===== src/rtl/mesi_pkg.sv =====
package mesi_pkg;

   typedef enum logic [1:0] {
      ST_I = 2'b00,
      ST_S = 2'b01,
      ST_E = 2'b10,
      ST_M = 2'b11
   } line_st_t;

   typedef enum logic [2:0] {
      BC_NONE   = 3'd0,
      BC_SREAD  = 3'd1,
      BC_FILL   = 3'd2,
      BC_SWRITE = 3'd3,
      BC_UPDW   = 3'd4
   } bus_cmd_t;

   // outcome of one accepted request
   typedef struct packed {
      bus_cmd_t cmd;
      line_st_t tgt;
      logic     tgt_wb;
      logic     defer;   // commit waits for the bus side
      logic     upd;     // array write in the cycle after acceptance
   } plan_t;

endpackage


===== src/rtl/mesi_decide.sv =====
module mesi_decide
   import mesi_pkg::*;
#(
   parameter bit DCACHE = 1'b1
) (
   input  line_st_t cur_st,
   input  logic     cur_wb,
   input  logic     req_write,
   input  logic     req_hit,
   input  logic     cache_req_n,
   input  logic     cache_en_n,
   input  logic     page_wt,
   input  logic     wb_wt,
   output plan_t    plan
);

   logic hit_eff;
   logic cacheable;
   logic fill_wb;

   assign hit_eff   = req_hit && (cur_st != ST_I);
   assign cacheable = !cache_req_n && !cache_en_n;
   assign fill_wb   = !page_wt && wb_wt;

   generate
      if (DCACHE) begin : g_data
         always_comb begin
            plan = '{cmd: BC_NONE, tgt: cur_st, tgt_wb: cur_wb, defer: 1'b0, upd: 1'b0};
            if (!req_write) begin
               if (!hit_eff) begin
                  plan.defer = 1'b1;
                  if (cacheable) begin
                     plan.cmd    = BC_FILL;
                     plan.tgt    = fill_wb ? ST_E : ST_S;
                     plan.tgt_wb = fill_wb;
                  end else begin
                     plan.cmd = BC_SREAD;
                  end
               end
            end else if (!hit_eff) begin
               plan.cmd   = BC_SWRITE;
               plan.defer = 1'b1;
            end else if (cur_st == ST_S) begin
               plan.cmd    = BC_UPDW;
               plan.defer  = 1'b1;
               plan.upd    = 1'b1;
               plan.tgt    = fill_wb ? ST_E : ST_S;
               plan.tgt_wb = fill_wb;
            end else begin
               plan.upd    = 1'b1;
               plan.tgt    = ST_M;
               plan.tgt_wb = 1'b1;
            end
         end
      end else begin : g_instr
         always_comb begin
            plan = '{cmd: BC_NONE, tgt: cur_st, tgt_wb: 1'b0, defer: 1'b0, upd: 1'b0};
            if (req_write) begin
               plan.cmd   = BC_SWRITE;
               plan.defer = 1'b1;
            end else if (!hit_eff) begin
               plan.defer = 1'b1;
               if (cacheable) begin
                  plan.cmd = BC_FILL;
                  plan.tgt = ST_S;
               end else begin
                  plan.cmd = BC_SREAD;
               end
            end
         end
      end
   endgenerate

endmodule


===== src/rtl/mesi_beat_cnt.sv =====
module mesi_beat_cnt #(
   parameter int BEATS = 4
) (
   input  logic clk,
   input  logic rst,
   input  logic clr,
   input  logic inc,
   output logic last
);

   localparam int CW = (BEATS > 1) ? $clog2(BEATS) : 1;

   logic [CW-1:0] cnt_q;

   assign last = inc && (cnt_q == CW'(BEATS - 1));

   always_ff @(posedge clk) begin
      if (rst || clr) begin
         cnt_q <= '0;
      end else if (inc) begin
         cnt_q <= last ? '0 : cnt_q + 1'b1;
      end
   end

endmodule


===== src/rtl/mesi_line_ctrl.sv =====
module mesi_line_ctrl
   import mesi_pkg::*;
#(
   parameter int LINE_BYTES = 32,
   parameter int BUS_BYTES  = 8,
   parameter bit DCACHE     = 1'b1,
   localparam int BYTE_W    = $clog2(BUS_BYTES + 1),
   localparam int LEN_W     = $clog2(LINE_BYTES + 1)
) (
   input  logic              clk,
   input  logic              rst,
   input  logic              req_valid,
   input  logic              req_write,
   input  logic              req_hit,
   input  logic [BYTE_W-1:0] req_bytes,
   input  logic              cache_req_n,
   input  logic              cache_en_n,
   input  logic              page_wt,
   input  logic              wb_wt,
   input  logic              bus_done,
   output logic              req_ready,
   output logic [2:0]        bus_cmd,
   output logic [LEN_W-1:0]  bus_len,
   output logic              cache_wr,
   output logic [1:0]        line_state,
   output logic              wb_mode
);

   localparam int BEATS = LINE_BYTES / BUS_BYTES;

   line_st_t         st_q, tgt_q;
   logic             wb_q, tgt_wb_q;
   bus_cmd_t         cmd_q;
   logic [LEN_W-1:0] len_q;
   logic             busy_q;
   logic             upd_q;
   plan_t            plan;
   logic             accept;
   logic             fill_beat;
   logic             fill_last;
   logic             finish;

   mesi_decide #(.DCACHE(DCACHE)) u_decide (
      .cur_st      (st_q),
      .cur_wb      (wb_q),
      .req_write   (req_write),
      .req_hit     (req_hit),
      .cache_req_n (cache_req_n),
      .cache_en_n  (cache_en_n),
      .page_wt     (page_wt),
      .wb_wt       (wb_wt),
      .plan        (plan)
   );

   assign accept    = req_valid && !busy_q;
   assign fill_beat = busy_q && bus_done && (cmd_q == BC_FILL);
   assign finish    = busy_q && bus_done && ((cmd_q != BC_FILL) || fill_last);

   mesi_beat_cnt #(.BEATS(BEATS)) u_beats (
      .clk  (clk),
      .rst  (rst),
      .clr  (accept),
      .inc  (fill_beat),
      .last (fill_last)
   );

   always_ff @(posedge clk) begin
      if (rst) begin
         st_q     <= ST_I;
         wb_q     <= 1'b0;
         tgt_q    <= ST_I;
         tgt_wb_q <= 1'b0;
         cmd_q    <= BC_NONE;
         len_q    <= '0;
         busy_q   <= 1'b0;
         upd_q    <= 1'b0;
      end else begin
         upd_q <= 1'b0;
         if (accept) begin
            upd_q <= plan.upd;
            if (plan.defer) begin
               busy_q   <= 1'b1;
               cmd_q    <= plan.cmd;
               len_q    <= (plan.cmd == BC_FILL) ? LEN_W'(LINE_BYTES) : LEN_W'(req_bytes);
               tgt_q    <= plan.tgt;
               tgt_wb_q <= plan.tgt_wb;
            end else begin
               st_q <= plan.tgt;
               wb_q <= plan.tgt_wb;
            end
         end else if (finish) begin
            busy_q <= 1'b0;
            cmd_q  <= BC_NONE;
            len_q  <= '0;
            st_q   <= tgt_q;
            wb_q   <= tgt_wb_q;
            upd_q  <= (cmd_q == BC_FILL);
         end
      end
   end

   assign req_ready  = !busy_q;
   assign bus_cmd    = cmd_q;
   assign bus_len    = len_q;
   assign cache_wr   = upd_q;
   assign line_state = st_q;
   assign wb_mode    = wb_q;

endmodule


===== config.mk =====
export PLATFORM = sky130hd
export DESIGN_NAME = mesi_line_ctrl
export DESIGN_NICKNAME = d
export VERILOG_FILES = /design/src/rtl/mesi_pkg.sv /design/src/rtl/mesi_decide.sv /design/src/rtl/mesi_beat_cnt.sv /design/src/rtl/mesi_line_ctrl.sv
export SDC_FILE = /design/constraint.sdc
export NUM_CORES = 1
export LEC_CHECK = 0
export ABC_CLOCK_PERIOD_IN_PS = 1900
export CORE_MARGIN = 5
export CORE_UTILIZATION = 55
export DETAILED_ROUTE_END_ITERATION = 6
export DONT_BUFFER_PORTS = 1
export PLACE_DENSITY = 0.7
export SLEW_MARGIN = 20
export SYNTH_ARGS = -nofsm -noshare
export SYNTH_HDL_FRONTEND = slang
export SYNTH_SLANG_ARGS = --single-unit

===== constraint.sdc =====
create_clock -name clk -period 1.9 [get_ports clk]
set_input_delay 0.38 -clock clk [delete_from_list [all_inputs] [get_ports clk]]
set_output_delay 0.38 -clock clk [all_outputs]
set_load 0.05 [all_outputs]

==> results of run 1 <==
[final cells by class]
| type | count | area [sq um] |
|---|---|---|
| Tap cell | 25 | 31.28 |
| Timing Repair Buffer | 11 | 82.58 |
| Inverter | 3 | 11.26 |
| Sequential cell | 18 | 360.3 |
| Fill cell | 156 | 646.9 |
| Clock buffer | 3 | 22.52 |
| Multi-Input combinational cell | 86 | 590.6 |
[logic make-up after synthesis]
group,Yosys count,synth area share [%]
flip-flops,18,35.12
AO/OA/AOI/OAI,49,35.86
buffers and inverters,15,7.316
multiplexers,2,1.951
adder cells (fa/ha/maj),1,1.219
AND/OR/NAND/NOR,33,18.17
other,1,0.3655
[power breakdown]
part	total [mW]	internal [mW]	switching, mW
Sequential	0.432	0.397	0.0343
Clock	0.190	0.0740	0.116
Combinational	0.163	0.0577	0.105
[worst register-to-register path, cell delays in order, from the launching register on]
cell	delay [ns]
dfxtp_1	0.33
or3b_1	0.43
o21bai_2	0.28
buf_4	0.22
o211ai_1	0.11
a21oi_1	0.16
[cell usage in the layout, fill, tap and decap left out, types with 2 or more instances in the layout]
cell type / Yosys / routed
nor2b_1: 2 / 2
o211ai_1: 10 / 10
inv_1: 3 / 3
clkbuf_4: 0 / 3
o21ai_0: 3 / 3
a21oi_1: 10 / 10
dfxtp_1: 18 / 18
nand4_1: 6 / 6
or3_1: 2 / 2
o2111ai_1: 3 / 3
nand2_1: 5 / 5
buf_4: 2 / 11
mux2i_1: 2 / 2
o21ai_1: 2 / 2
nor3_1: 5 / 5
o21a_1: 4 / 4
a211o_1: 2 / 2
nor2_1: 5 / 5
[metal layers]
metal,GRT usage [%],up-vias,share of wire (%)
met1,24.70,456,44
li1,-,467,-
met3,5.070,7,6.3
met2,33.88,29,48
met4,6.383,0,2.0
met5,0,-,0
[worst max path at each step]
stage | startpoint | end | slack, ns | cells past startpoint
after floorplan | bus_cmd[1] | bus_cmd[0] | 0.19 | 5
after global placement | req_write | line_state[0] | 0.30 | 4
after detailed placement | req_write | line_state[0] | 0.25 | 4
after CTS | bus_cmd[2] | bus_cmd[0] | 0.32 | 5
after global routing | line_state[1] | wb_mode | 0.20 | 3
final | bus_cmd[2] | bus_cmd[0] | 0.31 | 5
[metrics by stage]
stage | util (%) | std cells | setup WS (ns)
final | 62.94 | 146 | 0.3139
after global routing | 62.94 | 146 | 0.2002
after CTS | 62.94 | 146 | 0.3246
after detailed placement | 61.65 | 143 | 0.2530
after global placement | 61.65 | 143 | 0.2956
after floorplan | - | 119 | 0.1863
[sequential cells by signal (all words and copies together) (netlist names)]
signal         cells
tgt_wb_q           1
bus_cmd            3
u_beats.cnt_q      2
line_state         2
busy_q             1
wb_mode            1
tgt_q              2
bus_len            5
cache_wr           1
==> qor.yml, run 1 <==
status: "finished, final reports clean"
synth_cell_types: 45
grt_max_degree: 20
grt_usage_pct: 20.07
worst_setup_hold_path_clk_slew_ns: 0.10
peakVddDrop_uv: 682.5
drc: 0
avgSynthCellArea_sq_um: 8.622
postPlaceCellArea_sq_um: 1076
synth_fp_nets: 134
drive_gt1_share_pct: 15.70
critPathSlowestCell: "or3b_1"
grt_overflow: 0
critical_path_class: "flip-flop to flip-flop"
core_sq_um: 1745
hold_end: "bus_cmd[2]"
period_needed_ns: 1.586
post_cts_resized: 0
ant_nets: 0
postSynthCellCount: 119
slowest_delay_ns: 0.43
fin_crit_sh_pct: 83.48
powerDensity_nw_per_um2: 714.0
clock-root-buffer: "clkbuf_4"
synth-seq-area-share_pct: 35.12
drt_iter0_drc: 21
tns_ns: 0
clk_latency_ns: 0.30
r2r_start: "bus_cmd[2]"
htreeDepth: 1
r2r_cells: 5
finalPower_mw: 0.7844
hp-class: "input pin to flip-flop"
synth_common_cells: "dfxtp_1 (18), a21oi_1 (10), o211ai_1 (10)"
vias_per_cell: 6.568
synth_flop_cell: "dfxtp_1"
clock_sinks: 18
numCtsBuffers: 3
drt-total-wl_mm: 2.449
slew_violations: 0
async_flop_share_pct: 0
grt_pass1_vias: 924
fin_nets: 138
start_util_pct: 58.78
cp-start-kind: "flip-flop"
ios: 28
r2r_setup_slack_ns: 0.31
cts_post_setup_buffers_inserted: 0
crit_chain: "or3b_1 > o21bai_2 > buf_4 > o211ai_1 > a21oi_1"
crit_family: "compound AO/OA/AOI/OAI gates"
grt_first_pass_wirelength_mm: 4.195
hold_buffers: 0
gp_congestion: 0.8253
worstHoldPathCells: 1
tritoncts: "done"
netlist.area_leader.share_pct: 35.12
path_buf_inv: 1
fmax_mhz: 630.5
arrival_ns: 1.83
synth_top_area_cell: "dfxtp_1"
io_buffers: 0
worst_slew_pin_slew_ns: 0.6326
dp_hpwl_mm: 1.833
required_ns: 2.14
leakagePower_nw: 0.3701
area_delta_synth_final_pct: 7.073
end_kind: "flip-flop"
synthTopCellsByArea: "dfxtp_1 (35%), o211ai_1 (7.3%), a21oi_1 (4.9%), nand4_1 (3.7%), o21a_1 (2.9%)"
critical_path.max_fanout: 9
die_w_um: 53.19
maxCapViolations: 0
synth-seq-cells: 18
synth_area_sq_um: 1026
synth.most_common_cell: "dfxtp_1"
slew-limit-headroom_pct: 57.54
clk_path_buf_depth: 2
hold_slack_ns: 0.1318
synth-edff-count: 0
hold_violations: 0
setup_viol: 0
rsz0062_at_grt: "false"
wl_per_cell_um: 16.77
die_area_sq_um: 2829
drt-pass1-iter-count: 4
fp-row-count: 15
skew_ns: 0.007066
final_area_sq_um: 1099
reg2reg_to: "bus_cmd[0]"
antenna_found_initial: 0
via_count: 959
die_height_um: 53.19
yosys_warnings: 0
n_antenna_cell: 0
min_from: "rst"
Note: power is estimated with default switching activity, not from simulation.
==> run 2, diff against run 1 <==
--- a/config.mk
+++ b/config.mk
@@ -5,7 +5,7 @@
 export SDC_FILE = /design/constraint.sdc
 export NUM_CORES = 1
 export LEC_CHECK = 0
-export ABC_CLOCK_PERIOD_IN_PS = 1900
+export ABC_CLOCK_PERIOD_IN_PS = 1500
 export CORE_MARGIN = 5
 export CORE_UTILIZATION = 55
 export DETAILED_ROUTE_END_ITERATION = 6
==> constraint.sdc (replaced) <==
create_clock -name clk -period 1.5 [get_ports clk]
set_input_delay 0.3 -clock clk [delete_from_list [all_inputs] [get_ports clk]]
set_output_delay 0.3 -clock clk [all_outputs]
set_load 0.05 [all_outputs]
==> run 2 against run 1 <==
  * Worst setup slack got worse by 0.29 ns
  * Combinational power increased by 54%
  * Via count increased by 1.3%
  * Final area increased by 12%
  * Sequential share of layout area decreased by 2.3 points
  * Critical path depth decreased by 1
  * Critical path type unchanged
==> qor.yml, run 2 (synthesis results as in run 1) <==
die_height_um: 53.19
vias_per_cell: 6.146
drt_iter0_drc: 18
core_sq_um: 1745
crit_family: "simple AND/OR/NAND/NOR gates"
via_count: 971
antenna_found_initial: 0
slew-limit-headroom_pct: 64.29
rsz0062_at_grt: "true"
fmax_mhz: 676.8
critPathSlowestCell: "or4b_2"
dp_hpwl_mm: 1.859
hold_slack_ns: 0.05059
period_needed_ns: 1.477
slowest_delay_ns: 0.61
area_delta_synth_final_pct: 19.88
critical_path_class: "flip-flop to flip-flop"
slew_violations: 0
grt_first_pass_wirelength_mm: 4.002
cp-start-kind: "flip-flop"
final_cell_mix: "buf_4 (21), dfxtp_1 (12), o211ai_1 (10), a21oi_1 (10), nand4_1 (6)"
drt-total-wl_mm: 2.513
grt_usage_pct: 19.17
critical_path.max_fanout: 6
powerDensity_nw_per_um2: 882.1
tritoncts: "done"
skew_ns: 0.005526
htreeDepth: 1
wl_per_cell_um: 15.91
clock-root-buffer: "clkbuf_4"
clk_latency_ns: 0.29
min_from: "rst"
required_ns: 1.71
worst_slew_pin_slew_ns: 0.5350
r2r_start: "bus_cmd[1]"
clock_sinks: 18
fin_crit_sh_pct: 98.50
hp-class: "input pin to flip-flop"
drive_gt1_share_pct: 30.08
peakVddDrop_uv: 603.9
hold_violations: 0
n_antenna_cell: 0
leakagePower_nw: 0.4341
io_buffers: 0
end_kind: "flip-flop"
fin_cells: 158
arrival_ns: 1.69
drt-pass1-iter-count: 4
setup_viol: 0
die_area_sq_um: 2829
ant_nets: 0
start_util_pct: 58.78
fin_nets: 149
path_buf_inv: 0
num-fill-cells: 148
clk_path_buf_depth: 2
largest_reg_flops: 5
drc: 0
ios: 28
grt_pass1_vias: 917
maxCapViolations: 0
grt_overflow: 0
numCtsBuffers: 3
crit_chain: "or3b_4 > o21bai_4 > or4b_2 > o221ai_1"
critPathLaunch: "bus_cmd[1]"
fp-row-count: 15
layout_commonest_cell: "buf_4"
grt_max_degree: 20
status: "finished, final reports clean"
worst_setup_hold_path_clk_slew_ns: 0.11
gp_congestion: 0.8985
dpl.cell_count: 153
die_w_um: 53.19
## run 2: cell count changes in the layout (fill, tap and decap cells not counted), sizes merged
cell and change:
buf +11, clkbuf +1, clkinvlp +1, inv -1
## run 2: final cells by class
| cell class | count | area [sq um] | area share, % |
|---|---|---|---|
| multi-input combinational | 86 | 603.1 | 49.03 |
| clock buffer | 4 | 36.28 | 2.950 |
| timing repair buffer | 22 | 168.9 | 13.73 |
| sequential | 18 | 375.4 | 30.52 |
| tap | 25 | 31.28 | 2.543 |
| inverter | 3 | 15.01 | 1.221 |
## run 2: layer usage
layer	vias to the layer above	part of all wire, %	GRT usage, %
met2	33	47	32.23
li1	492	-	-
met4	0	0.48	5.532
met3	2	7.2	5.070
met5	-	0	0
met1	444	46	23.76
## run 2: path summary, 6_finish.rpt
path,to,slack (ns),cells past startpoint
setup / recovery,line_state[0],0.02,4
hold / removal,bus_cmd[1],0.05,1
setup reg to reg,line_state[0],0.02,4
hold reg to reg,wb_mode,0.48,2
## run 2: stage by stage
step                setup slack (ns)  instance area, sq um  setup TNS, ns  total power, mW  util [%]
CTS                         0.007882                  1219              0            1.081     69.82
global placement             0.05407                  1169              0           0.7817     66.95
global route                -0.04941                  1230        -0.2424            1.132     70.47
detailed placement          -0.04217                  1169       -0.05660           0.7844     66.95
finish                       0.02250                  1230              0            1.085     70.47
floorplan                    0.01726                  1045              0           0.7333         -
## run 2: power breakdown
part           switching [mW]  leakage, nW  internal (mW)
sequential             0.0309        0.151          0.502
combinational           0.152        0.263         0.0990
clock                   0.154       0.0210          0.148
## run 2: timing repair
item / CTS / global route
endpoints found under the hold margin: 0 / 0
hold buffers: 0 / 0
gates cloned: 0 / 0
gates resized for setup: 3 / 2
setup endpoints to repair: 7 / 12
pin swaps: 0 / 2
buffers inserted: 0 / 1
==> run 3, diff against run 2 <==
--- a/config.mk
+++ b/config.mk
@@ -8,8 +8,10 @@
 export ABC_CLOCK_PERIOD_IN_PS = 1500
 export CORE_MARGIN = 5
 export CORE_UTILIZATION = 55
+export CTS_BUF_LIST = sky130_fd_sc_hd__clkbuf_16
 export DETAILED_ROUTE_END_ITERATION = 6
 export DONT_BUFFER_PORTS = 1
+export GPL_TIMING_DRIVEN = 0
 export PLACE_DENSITY = 0.7
 export SLEW_MARGIN = 20
 export SYNTH_ARGS = -nofsm -noshare
==> constraint.sdc (replaced) <==
create_clock -name clk -period 1.5 [get_ports clk]
set_input_delay 0.15 -clock clk [delete_from_list [all_inputs] [get_ports clk]]
set_output_delay 0.15 -clock clk [all_outputs]
set_load 0.05 [all_outputs]
==> run 3 against run 2 <==
  * Sequential share of layout area decreased by 3.0 points
  * The flow now finishes with violations (negative setup slack)
  * Power up 29%
  * Critical endpoint is now bus_cmd[1]
  * Combinational power barely moved
  * Non-clock buffer count decreased by 1
  * Flip-flop and latch count did not move
==> qor.yml, run 3 (synthesis results as in run 1) <==
powerDensity_nw_per_um2: 1018
worst_setup_hold_path_clk_slew_ns: 0.06
skew_ns: 0.003522
critical_path.max_fanout: 6
fin_crit_sh_pct: 109.1
maxCapViolations: 0
cp-start-kind: "flip-flop"
n_antenna_cell: 0
drive_gt1_share_pct: 34.09
drt_iter0_drc: 52
wl_per_cell_um: 20.15
largest_reg_flops: 5
layout_commonest_cell: "dfxtp_1"
die_w_um: 53.19
slew-limit-headroom_pct: 63.52
vias_per_cell: 6.854
antenna_found_initial: 0
hp-class: "input pin to flip-flop"
clk_latency_ns: 0.26
rsz0062_at_grt: "true"
ant_nets: 0
ios: 28
finalPower_mw: 1.402
fmax_mhz: 610.9
area_delta_synth_final_pct: 34.15
num-fill-cells: 123
via_count: 1076
finish.utilization_pct: 78.85
core_sq_um: 1745
setup_viol: 15
critPathSlowestCell: "dfxtp_4"
power_frac_comb_pct: 18.1
p_sw_share_pct: 31.16
crit_chain: "or3b_4 > o21bai_4 > buf_6 > buf_4 > o211ai_1 > a21oi_1"
grt_pass1_vias: 997
slew_violations: 0
clk_path_buf_depth: 2
seqPwrFrac_pct: 41.3
drt-pass1-iter-count: 4
drc: 0
p_int_mw: 0.9649
grt_first_pass_wirelength_mm: 4.671
leakagePower_nw: 0.4715
final_cell_mix: "dfxtp_1 (13), o211ai_1 (10), a21oi_1 (10), buf_4 (7), nand4_1 (6)"
p_sw_mw: 0.4368
end_kind: "flip-flop"
critical_path_class: "flip-flop to flip-flop"
htreeDepth: 1
fp-row-count: 15
die_area_sq_um: 2829
numCtsBuffers: 3
setup_ws_ns: -0.1370
clock-root-buffer: "clkbuf_16"
io_buffers: 0
fin_nets: 148
clkPwrFrac_pct: 40.5
clock_sinks: 18
hold_violations: 0
worst_slew_pin_slew_ns: 0.5464
peakVddDrop_uv: 814.4
violations: "negative setup slack"
dp_hpwl_mm: 1.836
grt_max_degree: 11
status: "finished, violations left"
grt_overflow: 0
crit_family: "flip-flops"
grt_usage_pct: 23.36
gp_congestion: 0.8810
die_height_um: 53.19
drt-total-wl_mm: 3.163
path_buf_inv: 2
arrival_ns: 1.81
tritoncts: "done"
period_needed_ns: 1.637
required_ns: 1.68
slowest_delay_ns: 0.44
hold_buffers: 0
start_util_pct: 58.78
run 3: changes by cell type in the layout (fill, tap and decap cells not counted), sizes merged:
cell	previous run	this run
buf	22	16
clkbuf	4	8
clkinv	0	1
run 3: layer usage:
layer	part of all wire, %	vias to the layer above	wire, um	global-route usage (%)
met5	0	-	0	0
met3	7.8	15	246	7.042
met1	40	513	1260	28.67
li1	-	486	-	-
met4	3.7	0	118	13.62
met2	49	62	1537	35.74
run 3: worst register-to-register path: stages (launching register included):
cell	delay, ns
dfxtp_4	0.44
or3b_4	0.43
o21bai_4	0.18
buf_6	0.15
buf_4	0.11
o211ai_1	0.09
a21oi_1	0.15
run 3: cell type report:
type	count	area (sq um)	share of cell area (%)
Sequential cell	18	379.1	27.55
Multi-Input combinational cell	86	681.9	49.55
Buffer	12	88.84	6.455
Inverter	3	15.01	1.091
Clock inverter	1	3.754	0.2727
Timing Repair Buffer	9	101.3	7.364
Tap cell	25	31.28	2.273
Clock buffer	3	75.07	5.455
run 3: what timing repair did:
item,4_1_cts,5_1_grt
cloned,0,1
endpoints found under the setup margin,17,17
pin swaps,9,7
buffers inserted,7,1
endpoints found under the hold margin,0,0
resized for setup,16,22
run 3: path summary, 6_finish.rpt:
| path | startpoint | endpoint | slack (ns) | cells past startpoint |
|---|---|---|---|---|
| setup / recovery | bus_cmd[1] | bus_cmd[1] | -0.14 | 6 |
| hold / removal | req_bytes[2] | bus_len[2] | 0.05 | 2 |
| setup reg to reg | bus_cmd[1] | bus_cmd[1] | -0.14 | 6 |
| hold reg to reg | tgt_wb_q | wb_mode | 0.49 | 2 |
run 3: power by group through the flow:
stage	registers, mW	clock network, mW	logic [mW]
final	0.579	0.568	0.254
after global placement	0.589	0	0.179
after CTS	0.579	0.558	0.221
after detailed placement	0.590	0	0.180
after global routing	0.583	0.596	0.271
after floorplan	0.584	0	0.149
run 3: through the flow:
step	TNS, ns	cells	cell area, sq um	setup slack [ns]	hold WS, ns
final	-1.221	157	1376	-0.1370	0.04685
after global routing	-2.452	157	1376	-0.2118	0.07704
after CTS	-1.263	155	1265	-0.1337	0.04634
after detailed placement	-2.323	144	1076	-0.1956	0.3113
after global placement	-2.224	144	1076	-0.1827	0.3080
after floorplan	0	119	1045	0.01726	0.3043
